File: config.mk
export PLATFORM = sky130hd
export DESIGN_NAME = thermo_meas_seq
export DESIGN_NICKNAME = d
export VERILOG_FILES = /design/src/rtl/tms_pkg.sv /design/src/rtl/tms_tick_div.sv /design/src/rtl/tms_step_cnt.sv /design/src/rtl/thermo_meas_seq.sv
export SDC_FILE = /design/constraint.sdc
export NUM_CORES = 1
export LEC_CHECK = 0
export BUFFER_PORTS_ARGS = -buffer_cell sky130_fd_sc_hd__buf_2
export CAP_MARGIN = 5
export CELL_PAD_IN_SITES_DETAIL_PLACEMENT = 1
export CELL_PAD_IN_SITES_GLOBAL_PLACEMENT = 1
export CORE_MARGIN = 4
export CORE_UTILIZATION = 40
export DETAILED_ROUTE_END_ITERATION = 8
export PLACE_DENSITY = 0.89
export REMOVE_ABC_BUFFERS = 1
export SYNTH_ARGS = -nofsm -noshare
export SYNTH_HDL_FRONTEND = slang
export SYNTH_SLANG_ARGS = --single-unit
File: constraint.sdc
create_clock -name clk -period 7.5 [get_ports clk]
set_input_delay 0.75 -clock clk [delete_from_list [all_inputs] [get_ports clk]]
set_output_delay 0.75 -clock clk [all_outputs]
set_load 0.02 [all_outputs]
File: src/rtl/tms_pkg.sv
package tms_pkg;
  typedef enum logic [1:0] {
    ST_IDLE  = 2'd0,
    ST_PWRUP = 2'd1,
    ST_CONV  = 2'd2,
    ST_GAP   = 2'd3
  } seq_state_t;

  localparam logic [1:0] MODE_ONCE  = 2'd0;
  localparam logic [1:0] MODE_RUN   = 2'd1;
  localparam logic [1:0] MODE_TIMED = 2'd2;
endpackage

File: src/rtl/tms_tick_div.sv
module tms_tick_div #(
  parameter int W = 8
) (
  input  logic         clk,
  input  logic         rst,
  input  logic         run,
  input  logic         div_on,
  input  logic [W-1:0] div_val,
  output logic         tick
);
  logic [W-1:0] phase;
  logic         wrap;

  assign wrap = (phase == div_val);

  always_ff @(posedge clk) begin
    if (rst || !run || !div_on) phase <= '0;
    else if (wrap)              phase <= '0;
    else                        phase <= phase + 1'b1;
  end

  assign tick = run && (!div_on || wrap);
endmodule

File: src/rtl/tms_step_cnt.sv
module tms_step_cnt #(
  parameter int W = 8
) (
  input  logic         clk,
  input  logic         rst,
  input  logic         clr,
  input  logic         inc,
  output logic [W-1:0] cnt
);
  localparam logic [W-1:0] TOP = '1;

  always_ff @(posedge clk) begin
    if (rst || clr)              cnt <= '0;
    else if (inc && cnt != TOP)  cnt <= cnt + 1'b1;
  end
endmodule

File: src/rtl/thermo_meas_seq.sv
module thermo_meas_seq
  import tms_pkg::*;
#(
  parameter int DIV_W      = 8,
  parameter int PERIOD_W   = 24,
  parameter int PUD_W      = 8,
  parameter int RES_W      = 2,
  parameter int DATA_W     = 16,
  parameter int BASE_TICKS = 2372
) (
  input  logic                clk,
  input  logic                rst,
  input  logic                mon_en,
  input  logic                meas_go,
  input  logic                meas_halt,
  input  logic [1:0]          meas_mode,
  input  logic [RES_W-1:0]    res_sel,
  input  logic                div_on,
  input  logic [DIV_W-1:0]    div_val,
  input  logic [PERIOD_W-1:0] period_ticks,
  input  logic [PUD_W-1:0]    pwrup_ticks,
  input  logic [DATA_W-1:0]   sense_in,
  output logic [DATA_W-1:0]   sample_out,
  output logic                sample_rdy,
  output logic                busy
);
  localparam int RES_STEPS = 1 << RES_W;
  localparam int CONV_MAX  = BASE_TICKS * (1 << (RES_STEPS - 1));
  localparam int CONV_W    = $clog2(CONV_MAX + 1);

  seq_state_t state, state_nxt;
  logic tick, go_on;
  logic [PUD_W-1:0]    pud_cnt;
  logic [CONV_W-1:0]   conv_cnt, conv_len;
  logic [PERIOD_W-1:0] per_cnt;
  logic pud_done, conv_last, conv_fin, per_due, start_conv;
  logic in_conv, in_gap, in_pwrup;

  assign go_on    = mon_en && !meas_halt;
  assign in_conv  = (state == ST_CONV);
  assign in_gap   = (state == ST_GAP);
  assign in_pwrup = (state == ST_PWRUP);

  tms_tick_div #(.W(DIV_W)) u_div (
    .clk(clk), .rst(rst), .run(mon_en), .div_on(div_on),
    .div_val(div_val), .tick(tick)
  );

  // power-up delay counter
  tms_step_cnt #(.W(PUD_W)) u_pud (
    .clk(clk), .rst(rst), .clr(!go_on || !in_pwrup),
    .inc(tick && !pud_done), .cnt(pud_cnt)
  );

  // conversion length counter
  tms_step_cnt #(.W(CONV_W)) u_conv (
    .clk(clk), .rst(rst), .clr(!go_on || !in_conv || conv_last),
    .inc(in_conv && tick), .cnt(conv_cnt)
  );

  // ticks since the current conversion began
  tms_step_cnt #(.W(PERIOD_W)) u_per (
    .clk(clk), .rst(rst),
    .clr(!go_on || start_conv || !(in_conv || in_gap)),
    .inc(tick && (in_conv || in_gap)), .cnt(per_cnt)
  );

  assign conv_len  = CONV_W'(BASE_TICKS) << res_sel;
  assign pud_done  = (pud_cnt == pwrup_ticks);
  assign conv_last = tick && (conv_cnt == conv_len - 1'b1);
  assign conv_fin  = in_conv && conv_last;
  assign per_due   = tick &&
                     (({1'b0, per_cnt} + (PERIOD_W+1)'(1)) >= {1'b0, period_ticks});
  assign start_conv = (in_pwrup && pud_done) ||
                      (in_gap && per_due) ||
                      (conv_fin && meas_mode == MODE_RUN);

  always_comb begin
    state_nxt = state;
    if (!go_on) begin
      state_nxt = ST_IDLE;
    end else begin
      unique case (state)
        ST_IDLE:  if (meas_go) state_nxt = ST_PWRUP;
        ST_PWRUP: if (pud_done) state_nxt = ST_CONV;
        ST_CONV: begin
          if (conv_fin) begin
            if (meas_mode == MODE_RUN)        state_nxt = ST_CONV;
            else if (meas_mode == MODE_TIMED) state_nxt = ST_GAP;
            else                              state_nxt = ST_IDLE;
          end
        end
        ST_GAP:   if (per_due) state_nxt = ST_CONV;
        default:  state_nxt = ST_IDLE;
      endcase
    end
  end

  always_ff @(posedge clk) begin
    if (rst) begin
      state      <= ST_IDLE;
      busy       <= 1'b0;
      sample_out <= '0;
      sample_rdy <= 1'b0;
    end else begin
      state      <= state_nxt;
      busy       <= (state_nxt != ST_IDLE);
      sample_rdy <= go_on && conv_fin;
      if (go_on && conv_fin) sample_out <= sense_in;
    end
  end
endmodule

After elaboration in Yosys (flattened, before gate mapping):

Cells that the tools add are included.

* reductions and logical operators: 40
* eq/ne operators: 11
* mux-type cells: 8
* shift-type cells: 1
* $add $sub $neg: 6
* order comparisons: 1

Operator list (number)
* $add A24 B1 Y25 const B: 1
* $ge A25 B24 Y1: 1
* $add A24 B1 Y24 const B: 1
* $ne A24 B24 Y1 const B: 1
* $add A8 B1 Y8 const B: 2
* $eq A8 B8 Y1: 2
* $add A15 B1 Y15 const B: 1
* $eq A15 B15 Y1: 1
* $logic_and A1 B1 Y1: 15
* $ne A15 B15 Y1 const B: 1
* $shl A12 B2 Y15 const A: 1
* $sub A15 B1 Y15 const B: 1
* $logic_or A1 B1 Y1: 14
* $mux W2: 7
* $logic_not A1 Y1: 8
* $ne A8 B8 Y1 const B: 1
* $pmux W2 S4: 1
* $eq A2 B2 Y1 const B: 3
* $eq A2 B1 Y1 const B: 2
* $logic_not A2 Y1: 1
* $reduce_bool A2 Y1: 1
* $reduce_or A2 Y1: 1

* input port bits: 66
* word-level logic and storage cells: 75
* register bits: 75
* output and inout port bits: 18

Logic depth before layout (Yosys ltp):

Gate-level depths: netlist of the first run.

* depth after elaboration: 10
* depth in mapped cells: 15
* mapped depth without buffers: 14

Cells and area by module:

From an unflattened synthesis of the first run, not the netlist that was laid out.

* cells, all modules: 585
* area, all modules: 4938.5 sq um

Modules (own cells, without submodules)
* thermo_meas_seq: instances 1, seq. area each 400.4 sq um, cells an instance 264, area each 2122.0 sq um
* tms_step_cnt (u_per): instances 1, seq. area each 480.5 sq um, cells an instance 144, area each 1256.2 sq um
* tms_step_cnt (u_conv): instances 1, seq. area each 300.3 sq um, cells an instance 84, area each 733.2 sq um
* tms_step_cnt (u_pud): instances 1, seq. area each 160.2 sq um, cells an instance 48, area each 421.7 sq um
* tms_tick_div: instances 1, seq. area each 160.2 sq um, cells an instance 45, area each 405.4 sq um

Worst setup path after synthesis of the first run:

No wires, ideal clock.

* path type: reg-to-reg
* from: reg u_per.cnt[0]
* to: reg u_per.cnt[13]
* period minus slack after synthesis: 3.314 ns
* required time: 7.383 ns
* data arrival time: 3.197 ns
* path buffers: 1
* setup time: 0.117 ns
* cell stages (with the launch flop): 16
* slack: 4.186 ns
* path through: dfxtp_1 -> ha_1 -> nand3_1 -> nor4_2 -> and2_0 -> nor2b_1 -> xnor2_1 -> ha_1 -> nand4_1 -> nor4_1 -> nor2_1 -> a211oi_1 -> o211ai_1 -> nand2_1 -> buf_2 -> nor2_1

* longest elaborated chain between the ends: 9
* elaborated cells on any way between the ends: 12
* those cells by class: 2 x add/sub; 1 x order compare; 1 x eq/ne; 8 x reduce/logical

Ends and longest elaborated chain
* from (decl): RTL line tms_step_cnt.sv:8 `output logic [W-1:0] cnt`
* from (signal assigned): RTL line tms_step_cnt.sv:14 `else if (inc && cnt != TOP) cnt <= cnt + 1'b1;`
* $add A24 B1 Y25: RTL line thermo_meas_seq.sv:73 `(({1'b0, per_cnt} + (PERIOD_W+1)'(1)) >= {1'b0, period_ticks});`
* $ge A25 B24 Y1: RTL line thermo_meas_seq.sv:73
* $logic_and A1 B1 Y1: RTL line thermo_meas_seq.sv:72 `assign per_due = tick &&`
* $logic_and A1 B1 Y1: RTL line thermo_meas_seq.sv:75 `(in_gap && per_due) ||`
* $logic_or A1 B1 Y1: RTL line thermo_meas_seq.sv:74 `assign start_conv = (in_pwrup && pud_done) ||`
* $logic_or A1 B1 Y1: RTL line thermo_meas_seq.sv:75
* $logic_or A1 B1 Y1 (2 in series): RTL line thermo_meas_seq.sv:64 `.clr(!go_on || start_conv || !(in_conv || in_gap)),`
* $logic_or A1 B1 Y1: RTL line tms_step_cnt.sv:13 `if (rst || clr) cnt <= '0;`

Several ways; a longest one is shown, not always the timed one.
A chain may end at the register's enable or synchronous reset.

Worst setup path after layout of the first run:

* from: reg u_per.cnt[0]
* to: reg u_per.cnt[20]

Same word-level chain as after synthesis.

==> metrics.md, run 1 <==
| Metric | Value |
|---|---|
| Run status | `finished clean` |
| Diode count | `0` |
| Post-CTS sizing | `0` |
| Total number of vias | `4077` |
| Grt ovf | `0` |
| MaxCap Viol Count | `0` |
| Critical Path AT | `4570 ps` |
| Initial cell density of the core | `0.416` |
| Layout fillers | `1344` |
| F_max | `228 MHz` |
| Port bufs | `83` |
| Area of the die | `0.0132 sq mm` |
| Skew-Pair Late Insertion Delay | `340 ps` |
| Cell count after synthesis | `545` |
| Crit-path cells | `ha_1, nand3_1, nor4_2, and2_0, nor2b_1, xnor2_1, ha_1, nand4_1, nor4_1, nor2_1, a211oi_1, o211ai_1, nand2_1, nor2_1` |
| Register area | `0.00150 sq mm` |
| Final Hold Fails | `0` |
| Yosys warnings | `0` |
| Drc violations | `0` |
| Initial drt markers | `107` |
| DRT Pass-1 Iters | `4` |
| Synth Cell Area | `0.00458 sq mm` |
| Final worst path period need | `4390 ps` |
| Critical path's slowest cell | `nand2_1` |
| Final TNS setup | `0 ps` |
| Die X | `115 um` |
| Rel. slew slack | `0.316` |
| Tcrit/Tclk final | `0.585` |
| Worst setup EP type | `flip-flop` |
| HP Class | `flip-flop to flip-flop` |
| Final Skew | `7.82 ps` |
| Worst path required time | `7680 ps` |
| Vias in the first global route | `4498` |
| Worst Path Buf+Inv | `0` |
| Post-Route WL | `12800 um` |
| Worst-case clock buffer depth | `2` |
| Routability cong. | `0.896` |
| Area of the core | `0.0110 sq mm` |
| FFs w/ async S/R, synth | `0` |
| Worst-margin pin slew | `1030 ps` |
| Crit path max fanout | `24` |
| Largest net degree at the start of global routing | `25` |
| Area grow syn2layout | `17.0%` |
| Cell Rows | `38` |
| Worst path depth | `14` |
| Total CTS buffers | `9` |
| Kind of start point of the critical path | `flip-flop` |
| Routed wire per std cell | `16.7 um` |
| Avg Cell Area, Syn | `8.41 sq um` |
| Seq/Total Area, Yosys | `0.328` |
| Initial antenna violation count | `0` |
| Final Util | `0.486` |
| Worst Reg-to-Reg Cells | `14` |
| CTS tree | `done` |
| Vias/cell | `5.31` |
| Post-synth EDFFs | `0` |
| H-tree depth | `3` |
| Setup violators final | `0` |
| Setup bufs post-CTS | `0` |
| PwrDens | `160 mW/mm^2` |
| # hold bufs at CTS | `0` |
| # nets final | `724` |
| First-pass GRT wire length | `21200 um` |
| Critical path class | `flip-flop to flip-flop` |
| Leakage Power | `2.38 nW` |
| RSZ-0062 raised after global routing | `false` |
| Clock transition at the registers of the reported paths | `60 ps` |
| Ys flop type | `dfxtp_1` |
| Root Buffer | `clkbuf_16` |
| Die Y | `115 um` |
| Yosys reg bits | `75` |
| Share of cells above drive strength 1 | `0.175` |
| I/O Pins | `84` |
| Slowest stage delay, CP | `670 ps` |
| TritonCTS sink count | `75` |
| Area of the multi-input gates | `0.00288 sq mm` |
| CP delay by family, top | `simple AND/OR/NAND/NOR gates` |
| Worst hold path depth | `2` |
| VDD IR max | `0.121 mV` |
| Global Route Usage Sum | `0.200` |
| Final Max Slew Viols | `0` |
| Detailed Place HPWL | `9640 um` |
| Yosys cell types | `48` |
| ANT nets after route | `0` |
routing by layer:
| layer | share of wire | track usage | routed length (um) | vias to the layer above |
|---|---|---|---|---|
| li1 | - | - | - | 2000 |
| met1 | 0.41 | 0.220 | 5300 | 1966 |
| met2 | 0.52 | 0.380 | 6700 | 87 |
| met3 | 0.037 | 0.0274 | 477 | 24 |
| met4 | 0.025 | 0.0876 | 316 | 0 |
| met5 | 0 | 0 | 0 | - |
layout make-up:
class                   count  area share
multi-input cells         422       0.537
flip-flops and latches     75       0.280
repair buffers             83      0.0774
clock buffers              11      0.0452
well taps                 140      0.0326
inverters                  32      0.0224
clock inverters             5     0.00536
power by group:
part / total (W) / internal [W] / switching (W)
clock network: 0.000404 / 0.000231 / 0.000173
logic: 0.0000531 / 0.0000249 / 0.0000282
registers: 0.000400 / 0.000399 / 0.00000103
registers in the layout, indices dropped and copies added, names as in the netlist:
register,flops
u_pud.cnt,8
u_conv.cnt,15
busy,1
sample_out,16
sample_rdy,1
u_div.phase,8
state,2
u_per.cnt,24
per-stage QoR:
stage                     total power (W)  hold slack, ps  area, sq um  instances  setup slack, ps
final                            0.000857             495         5370        768             3110
after global routing             0.000885             531         5370        768             2690
after CTS                        0.000865             499         5370        768             3130
after detailed placement         0.000462             484         5090        752             3270
after global placement           0.000458             461         5090        752             3530
after floorplan                  0.000433             454         4500        529             4050
kinds of logic after synthesis:
kind of cell | Yosys count | synth area share
flops | 75 | 0.328
mux | 19 | 0.0415
fa+ha+maj | 35 | 0.0955
xor+xnor | 88 | 0.168
simple gates | 243 | 0.272
compound gates | 37 | 0.0510
buf+inv | 48 | 0.0439
cells in the mapped netlist, types with 2 or more instances:
| cell | instances | share of area |
|---|---|---|
| or3_1 | 4 | 0.0055 |
| dfxtp_1 | 75 | 0.33 |
| xor2_1 | 57 | 0.11 |
| and3_1 | 10 | 0.014 |
| a211oi_1 | 3 | 0.0049 |
| nor4_1 | 4 | 0.0055 |
| a21o_1 | 2 | 0.0033 |
| a21oi_1 | 12 | 0.013 |
| mux2i_1 | 19 | 0.041 |
| nor2_1 | 84 | 0.069 |
| buf_6 | 2 | 0.0049 |
| nand3_1 | 25 | 0.027 |
| o21ai_0 | 7 | 0.0076 |
| nor3_1 | 16 | 0.017 |
| nand4_1 | 16 | 0.022 |
| nor4_2 | 3 | 0.0082 |
| nand2_1 | 47 | 0.038 |
| o22ai_1 | 2 | 0.0027 |
| nand3b_1 | 3 | 0.0049 |
| inv_1 | 32 | 0.026 |
| nor3b_1 | 3 | 0.0049 |
| ha_1 | 35 | 0.096 |
| nand2b_1 | 9 | 0.012 |
| a31oi_1 | 3 | 0.0041 |
| clkbuf_1 | 9 | 0.0074 |
| buf_2 | 5 | 0.0055 |
| nor4_4 | 3 | 0.014 |
| xnor2_1 | 31 | 0.059 |
| nor2b_1 | 4 | 0.0055 |
| o211ai_1 | 2 | 0.0033 |
worst register-to-register path: stages (launching register included):
cell	delay [ps]
dfxtp_1	400
ha_1	230
nand3_1	190
nor4_2	530
and2_0	370
nor2b_1	290
xnor2_1	100
ha_1	320
nand4_1	120
nor4_1	320
nor2_1	70
a211oi_1	310
o211ai_1	170
nand2_1	670
nor2_1	160
worst paths after layout:
kind / start / to / slack, ps
max reg2reg: u_per.cnt[0]$_SDFFE_PP0P_ / u_per.cnt[20]$_SDFFE_PP0P_ / 3110
min reg2reg: sample_out[4]$_SDFFE_PP0P_ / sample_out[4]$_SDFFE_PP0P_ / 500
min: sample_out[4]$_SDFFE_PP0P_ / sample_out[4]$_SDFFE_PP0P_ / 500
max: u_per.cnt[0]$_SDFFE_PP0P_ / u_per.cnt[20]$_SDFFE_PP0P_ / 3110
layout by cell type, fill, tap and decap left out, drive strengths merged, types with 5 or more instances in the layout:
cell type	Yosys	final
and3	10	10
nor4	10	10
ha	35	35
clkbuf	9	11
nand3	25	25
nand4	16	16
nor3	16	16
dfxtp	75	75
buf	7	83
xor2	57	57
xnor2	31	31
a21oi	12	12
clkinv	0	5
inv	32	32
nor2	85	85
nand2b	9	9
nand2	48	48
mux2i	19	19
o21ai	7	7
Power figures use the tool's default switching activity.
==> run 2: changes to the inputs <==
clock period = 4.2 ns   (was 7.5 ns; I/O delays follow)
==> run 2 against run 1 <==
Effect of this change: final cell count rose by 0.13%; critical path depth did not move; power rose by 92%; final area rose by 1.4%; worst hold slack got worse by 180 ps; clock skew rose by 0.59 ps; die area did not move; setup slack got worse by 2700 ps; sequential share of layout area fell by 0.38 points; sequential power rose by 78%; first-iteration DRC count rose by 46%; critical path type unchanged; largest power group unchanged.
==> metrics.md, run 2 (synthesis gave the netlist of run 1 again) <==
| Metric | Value |
|---|---|
| Run status | `finished clean` |
| Top Registers | `u_per.cnt (24), sample_out (16), u_conv.cnt (15)` |
| Global Route Usage Sum | `0.199 (-0.00142)` |
| Cell Rows | `38 (unchanged)` |
| Final TNS setup | `0 ps (unchanged)` |
| Die X | `115 um (unchanged)` |
| RSZ-0062 raised after global routing | `false` |
| Total number of vias | `4074 (-0.074%)` |
| Final Hold Fails | `0 (unchanged)` |
| Worst-margin pin slew | `1000 ps (-21.4 ps)` |
| Max reg flops | `24 (unchanged)` |
| Crit-path cells | `nand3_1, nor4_4, and3_1, nor3b_1, xor2_1, ha_1, nand4_1, nor4_1, nor2_1, a211oi_2, o211ai_1, nand2_1, buf_4, nor2_1` |
| Diode count | `0 (unchanged)` |
| Reg-to-reg slack, setup | `420 ps (-2690 ps)` |
| Largest net degree at the start of global routing | `25 (unchanged)` |
| PwrDens | `302 mW/mm^2 (+89%)` |
| Routed wire per std cell | `16.6 um (-0.43%)` |
| Largest Register | `u_per.cnt` |
| CP delay by family, top | `simple AND/OR/NAND/NOR gates` |
| Critical Path AT | `3990 ps (-580 ps)` |
| Setup violators final | `0 (unchanged)` |
| CTS tree | `done` |
| Final worst path period need | `3780 ps (-606 ps)` |
| Worst setup EP type | `flip-flop` |
| Initial cell density of the core | `0.416 (unchanged)` |
| F_max | `264 MHz (+16%)` |
| Post-route cell area | `0.00544 sq mm (+1.4%)` |
| HP Class | `input port to flip-flop` |
| Post-Route WL | `12800 um (-0.30%)` |
| Post-DP Area | `0.00511 sq mm (+0.29%)` |
| Most frequent cells in the layout | `nor2_1 (84), buf_2 (83), dfxtp_1 (75), xor2_1 (57), nand2_1 (47)` |
| First-pass GRT wire length | `21200 um (unchanged)` |
| Kind of start point of the critical path | `flip-flop` |
| Critical path's slowest cell | `nor4_4` |
| Worst path required time | `4400 ps (-3280 ps)` |
| Most common cell after layout, fill and taps aside | `nor2_1` |
| TritonCTS sink count | `75 (unchanged)` |
| Setup bufs post-CTS | `0 (unchanged)` |
| Initial antenna violation count | `0 (unchanged)` |
| MaxCap Viol Count | `0 (unchanged)` |
| DRT Pass-1 Iters | `4 (unchanged)` |
| Slowest stage delay, CP | `450 ps (-220 ps)` |
| Final Skew | `8.41 ps (+0.589 ps)` |
| Share of cells above drive strength 1 | `0.178 (+0.00290)` |
| Grt ovf | `0 (unchanged)` |
| Die Y | `115 um (unchanged)` |
| Root Buffer | `clkbuf_16` |
| Total CTS buffers | `9 (unchanged)` |
| VDD IR max | `0.171 mV (+41%)` |
| Vias/cell | `5.30 (-0.20%)` |
| Critical Path Most Common Cell | `nor2_1` |
| Routability cong. | `0.936 (+4.4%)` |
| Area grow syn2layout | `18.6%` |
| Drc violations | `0 (unchanged)` |
| Final Max Slew Viols | `0 (unchanged)` |
| Leakage Power | `2.43 nW (+1.9%)` |
| Rel. slew slack | `0.330 (+0.0143)` |
| Skew-Pair Late Insertion Delay | `330 ps (about the same)` |
| Worst-case clock buffer depth | `2 (unchanged)` |
| Crit path max fanout | `24 (unchanged)` |
| Port bufs | `83 (unchanged)` |
| Clock transition at the registers of the reported paths | `60 ps (about the same)` |
| Layout fillers | `1365 (+1.6%)` |
| Critical path class | `flip-flop to flip-flop` |
| I/O Pins | `84 (unchanged)` |
| Final Util | `0.493 (+0.00669)` |
| Detailed Place HPWL | `9700 um (+0.56%)` |
| Initial drt markers | `156 (+46%)` |
| H-tree depth | `3 (unchanged)` |
| Worst Path Buf+Inv | `1 (+1)` |
| # nets final | `726 (+0.28%)` |
| Tcrit/Tclk final | `0.900 (+0.315)` |
| Area of the die | `0.0132 sq mm (unchanged)` |
| ANT nets after route | `0 (unchanged)` |
| Area of the core | `0.0110 sq mm (unchanged)` |
| Vias in the first global route | `4534 (+0.80%)` |
[run 2: cell count changes in the layout (fill, tap and decap cells not counted), sizes merged]
cell and delta:
buf +2, clkinv -4, inv +1, bufinv +2
[run 2: layout make-up]
| class | instances | area [sq um] | area share |
|---|---|---|---|
| sequential | 75 | 1500 | 0.276 |
| inverter | 32 | 120 | 0.0221 |
| timing repair buffer | 85 | 430 | 0.0791 |
| multi-input combinational | 422 | 2900 | 0.532 |
| clock inverter | 4 | 73.8 | 0.0136 |
| clock buffer | 11 | 243 | 0.0446 |
| tap | 140 | 175 | 0.0322 |
[run 2: worst min-delay path: cells and delay by family]
family,cells,cell delay (ps)
buffers and inverters,1,70
AND/OR/NAND/NOR,1,70
multiplexers,1,50
[run 2: path summary, 6_finish.rpt]
kind | start | end | depth (start not counted)
worst min-delay path | sense_in[1] | sample_out[1]$_SDFFE_PP0P_ | 3
worst max register to register | u_per.cnt[0]$_SDFFE_PP0P_ | u_per.cnt[3]$_SDFFE_PP0P_ | 14
worst max-delay path | u_per.cnt[0]$_SDFFE_PP0P_ | u_per.cnt[3]$_SDFFE_PP0P_ | 14
worst min register to register | sample_out[10]$_SDFFE_PP0P_ | sample_out[10]$_SDFFE_PP0P_ | 2
[run 2: per-stage QoR]
stage	hold slack (ps)	total power [W]	worst slack, ps	instances
floorplan	454	0.000773	751	529
global placement	461	0.000818	655	754
detailed placement	482	0.000824	448	754
CTS	311	0.00166	308	769
global route	334	0.00170	81.2	769
finish	317	0.00164	419	769
[run 2: power by group]
group | internal [W] | switching [W]
clock network | 0.000535 | 0.000300
logic | 0.0000441 | 0.0000502
registers | 0.000712 | 0.00000181
total | 0.00129 | 0.000352
[run 2: repair_timing]
item / CTS / global route
gates resized for setup: 0 / 3
hold buffers: 0 / 0
setup endpoints to repair: 0 / 24
[run 2: routing by layer]
| layer | global-route usage | vias up | part of all wire |
|---|---|---|---|
| met5 | 0 | - | 0 |
| met3 | 0.0311 | 26 | 0.037 |
| met4 | 0.0736 | 0 | 0.025 |
| met2 | 0.380 | 89 | 0.53 |
| met1 | 0.220 | 1970 | 0.41 |
| li1 | - | 1989 | - |
==> run 3: changes to the inputs <==
--- a/config.mk
+++ b/config.mk
@@ -7,2 +7,3 @@
 export LEC_CHECK = 0
+export ABC_AREA = 1
 export BUFFER_PORTS_ARGS = -buffer_cell sky130_fd_sc_hd__buf_2
@@ -14,3 +15,3 @@
 export DETAILED_ROUTE_END_ITERATION = 8
-export PLACE_DENSITY = 0.89
+export PLACE_DENSITY = 0.92
 export REMOVE_ABC_BUFFERS = 1
==> constraint.sdc (replaced) <==
create_clock -name clk -period 4.2 [get_ports clk]
set_input_delay 0 -clock clk [delete_from_list [all_inputs] [get_ports clk]]
set_output_delay 0 -clock clk [all_outputs]
set_load 0.02 [all_outputs]
==> run 3 against run 2 <==
Effect of this change: clock power decreased by 4.3%; register-to-register slack improved by 310 ps; flip-flop and latch count unchanged; worst hold slack got worse by 290 ps; combinational power increased by 20%; core utilization increased by 0.18 points; critical endpoint is now u_per.cnt[19]$_SDFFE_PP0P_; highest routed layer unchanged.
==> metrics.md, run 3 <==
| Metric | Value |
|---|---|
| Initial cell density of the core | `0.414 (-0.00147)` |
| Worst setup EP type | `flip-flop` |
| Post-Route WL | `14700 um (+15%)` |
| Total power | `0.00163 W (-1.1%)` |
| Tcrit/Tclk final | `0.826 (-0.0746)` |
| Max reg flops | `24 (unchanged)` |
| Post-Synth XOR/XNOR Area | `0.0883 (-0.0798)` |
| TritonCTS sink count | `75 (unchanged)` |
| Largest net degree at the start of global routing | `43 (+72%)` |
| Die X | `120 um (+4.7%)` |
| Initial drt markers | `147 (-5.8%)` |
| Setup violators final | `0 (unchanged)` |
| # nets final | `959 (+32%)` |
| Layout fillers | `1690 (+24%)` |
| Total CTS buffers | `9 (unchanged)` |
| Rel. slew slack | `0.422 (+0.0920)` |
| Post-route cell area | `0.00604 sq mm (+11%)` |
| Post-Synth Simple-Gate Area | `0.330 (+0.0574)` |
| Yosys reg bits | `75 (unchanged)` |
| H-tree depth | `3 (unchanged)` |
| Area of the core | `0.0122 sq mm (+11%)` |
| Cell Rows | `40 (+5.3%)` |
| Post-CTS sizing | `0 (unchanged)` |
| F_max | `288 MHz (+9.0%)` |
| Die Y | `120 um (+4.7%)` |
| Routed wire per std cell | `14.2 um (-14%)` |
| Kind of start point of the critical path | `flip-flop` |
| Cell count after synthesis | `764 (+40%)` |
| Final Util | `0.495 (+0.00180)` |
| Share of cells above drive strength 1 | `0.145 (-0.0330)` |
| Vias/cell | `4.95 (-6.5%)` |
| FFs w/ async S/R, synth | `0 (unchanged)` |
| Detailed Place HPWL | `10800 um (+11%)` |
| VDD IR max | `0.263 mV (+54%)` |
| Final Hold Fails | `0 (unchanged)` |
| Vias in the first global route | `5473 (+21%)` |
| Synth Area in Adders | `0.0866 (-0.00893)` |
| Compound-Gate Fraction of Synth Area | `0.0846 (+0.0336)` |
| Area share of the largest cell type after synthesis | `0.297 (-0.0306)` |
| Post-DP Area | `0.00558 sq mm (+9.2%)` |
| Final Max Slew Viols | `0 (unchanged)` |
| CTS tree | `done` |
| HP Class | `input port to flip-flop` |
| Area of the die | `0.0145 sq mm (+9.6%)` |
| Post-synth top cells | `nand2_1 (154), inv_1 (119), nor2_1 (119)` |
| Synth Cell Area | `0.00506 sq mm (+10%)` |
| Largest cells by area after synthesis | `dfxtp_1 (30%), nand2_1 (11%), inv_1 (8.8%)` |
| Worst path required time | `4410 ps (about the same)` |
| Area grow syn2layout | `19.5%` |
| Yosys cell types | `37 (-23%)` |
| Final TNS setup | `0 ps (unchanged)` |
| Top Registers | `u_per.cnt (24), sample_out (16), u_conv.cnt (15)` |
| Diode count | `0 (unchanged)` |
| Post-synth EDFFs | `0 (unchanged)` |
| Final Skew | `6.60 ps (-1.81 ps)` |
| MaxCap Viol Count | `0 (unchanged)` |
| Root Buffer | `clkbuf_16` |
| I/O Pins | `84 (unchanged)` |
| Yosys warnings | `0 (unchanged)` |
| Port bufs | `83 (unchanged)` |
| Biggest area consumer among synthesized cells | `dfxtp_1` |
| Drc violations | `0 (unchanged)` |
| PwrDens | `269 mW/mm^2 (-11%)` |
| # hold bufs at CTS | `16 (+16)` |
| ANT nets after route | `0 (unchanged)` |
| RSZ-0062 raised after global routing | `false` |
| Crit path max fanout | `24 (unchanged)` |
| Global Route Usage Sum | `0.209 (+0.00984)` |
| Skew-Pair Late Insertion Delay | `340 ps (about the same)` |
| Most common cell after layout, fill and taps aside | `nand2_1` |
| Run status | `finished clean` |
| Total number of vias | `5103 (+25%)` |
| Leakage Power | `2.88 nW (+19%)` |
| Largest family of logic cells by synthesized area | `simple AND/OR/NAND/NOR gates` |
| Cell with the most instances after synthesis | `nand2_1` |
| DRT Pass-1 Iters | `6 (+2)` |
| Non-Filler Instances | `1030 (+34%)` |
| Clock transition at the registers of the reported paths | `60 ps (about the same)` |
| Placed cells | `999 (+32%)` |
| Setup bufs post-CTS | `0 (unchanged)` |
| Ys flop type | `dfxtp_1` |
| Final worst path period need | `3470 ps (-313 ps)` |
| Seq/Total Area, Yosys | `0.297 (-0.0306)` |
| Initial antenna violation count | `0 (unchanged)` |
| Post-synthesis mux area share | `0 (-0.0415)` |
| Grt ovf | `0 (unchanged)` |
| Worst-margin pin slew | `863 ps (-142 ps)` |
| Routability cong. | `0.883 (-5.6%)` |
| Critical path class | `flip-flop to flip-flop` |
| First-pass GRT wire length | `24900 um (+18%)` |
| Worst-case clock buffer depth | `2 (unchanged)` |
| Largest Register | `u_per.cnt` |
| Avg Cell Area, Syn | `6.62 sq um (-21%)` |
| Most frequent cells in the layout | `nand2_1 (154), nor2_1 (119), inv_1 (119), buf_2 (83), dfxtp_1 (75)` |
| Critical Path AT | `3680 ps (-310 ps)` |
## run 3: changes by cell type in the layout (fill, tap and decap cells not counted), sizes merged, moves of 18 or more
cell,before,now
a21oi,12,49
inv,33,126
mux2i,19,0
nand2,48,159
nand3,25,47
nor2,85,124
o21ai,7,25
xor2,57,33
## run 3: metal layers
layer,global-route usage,wire length (um)
met2,0.383,7410
met5,0,0
met4,0.0765,278
met3,0.0412,610
met1,0.239,6370
## run 3: final timing paths
| path | startpoint | end | slack (ps) | cells after the start |
|---|---|---|---|---|
| max | u_per.cnt[0]$_SDFFE_PP0P_ | u_per.cnt[19]$_SDFFE_PP0P_ | 730 | 22 |
| min reg2reg | u_div.phase[0]$_SDFF_PP0_ | u_div.phase[0]$_SDFF_PP0_ | 480 | 1 |
| min | meas_go | state[0]$_SDFF_PP0_ | 20 | 5 |
| max reg2reg | u_per.cnt[0]$_SDFFE_PP0P_ | u_per.cnt[19]$_SDFFE_PP0P_ | 730 | 22 |
## run 3: cells by family after synthesis
| family | after synthesis |
|---|---|
| compound gates | 80 |
| xor+xnor | 51 |
| fa+ha+maj | 35 |
| buf+inv | 142 |
| flops | 75 |
| simple gates | 381 |
## run 3: final cells by class
class | instances | area [sq um] | area share
flip-flops and latches | 75 | 1500 | 0.248
multi-input cells | 547 | 2980 | 0.493
inverters | 126 | 473 | 0.0783
well taps | 168 | 210 | 0.0348
clock inverters | 4 | 50.0 | 0.00828
clock buffers | 11 | 253 | 0.0418
repair buffers | 99 | 576 | 0.0952
## run 3: worst max-delay path, cell delays in order (launching register included)
cell	delay [ps]
dfxtp_1	380
ha_1	190
nand2_1	70
inv_2	60
nand2_2	70
nor2_2	200
nand2_1	130
nor2_1	190
nand2_1	110
xor2_1	280
inv_1	100
ha_1	300
nand2_1	50
nor2_1	150
nand2_1	80
nor2_1	120
a21oi_1	70
nand2_1	70
nand2_1	40
nand2_1	100
nand3_1	90
nand3_2	400
nor2_1	100
## run 3: power by group
group	total, W	switching [W]	internal (W)
sequential	0.000713	0.00000105	0.000712
combinational	0.000113	0.0000595	0.0000538
clock	0.000799	0.000311	0.000488
total	0.00163	0.000371	0.00125
## run 3: stage by stage
step	hold slack (ps)	worst slack [ps]
6_report	22.3	732
3_3_place_gp	230	932
5_1_grt	52.5	321
4_1_cts	21.2	677
3_5_place_dp	238	726
2_1_floorplan	142	1390
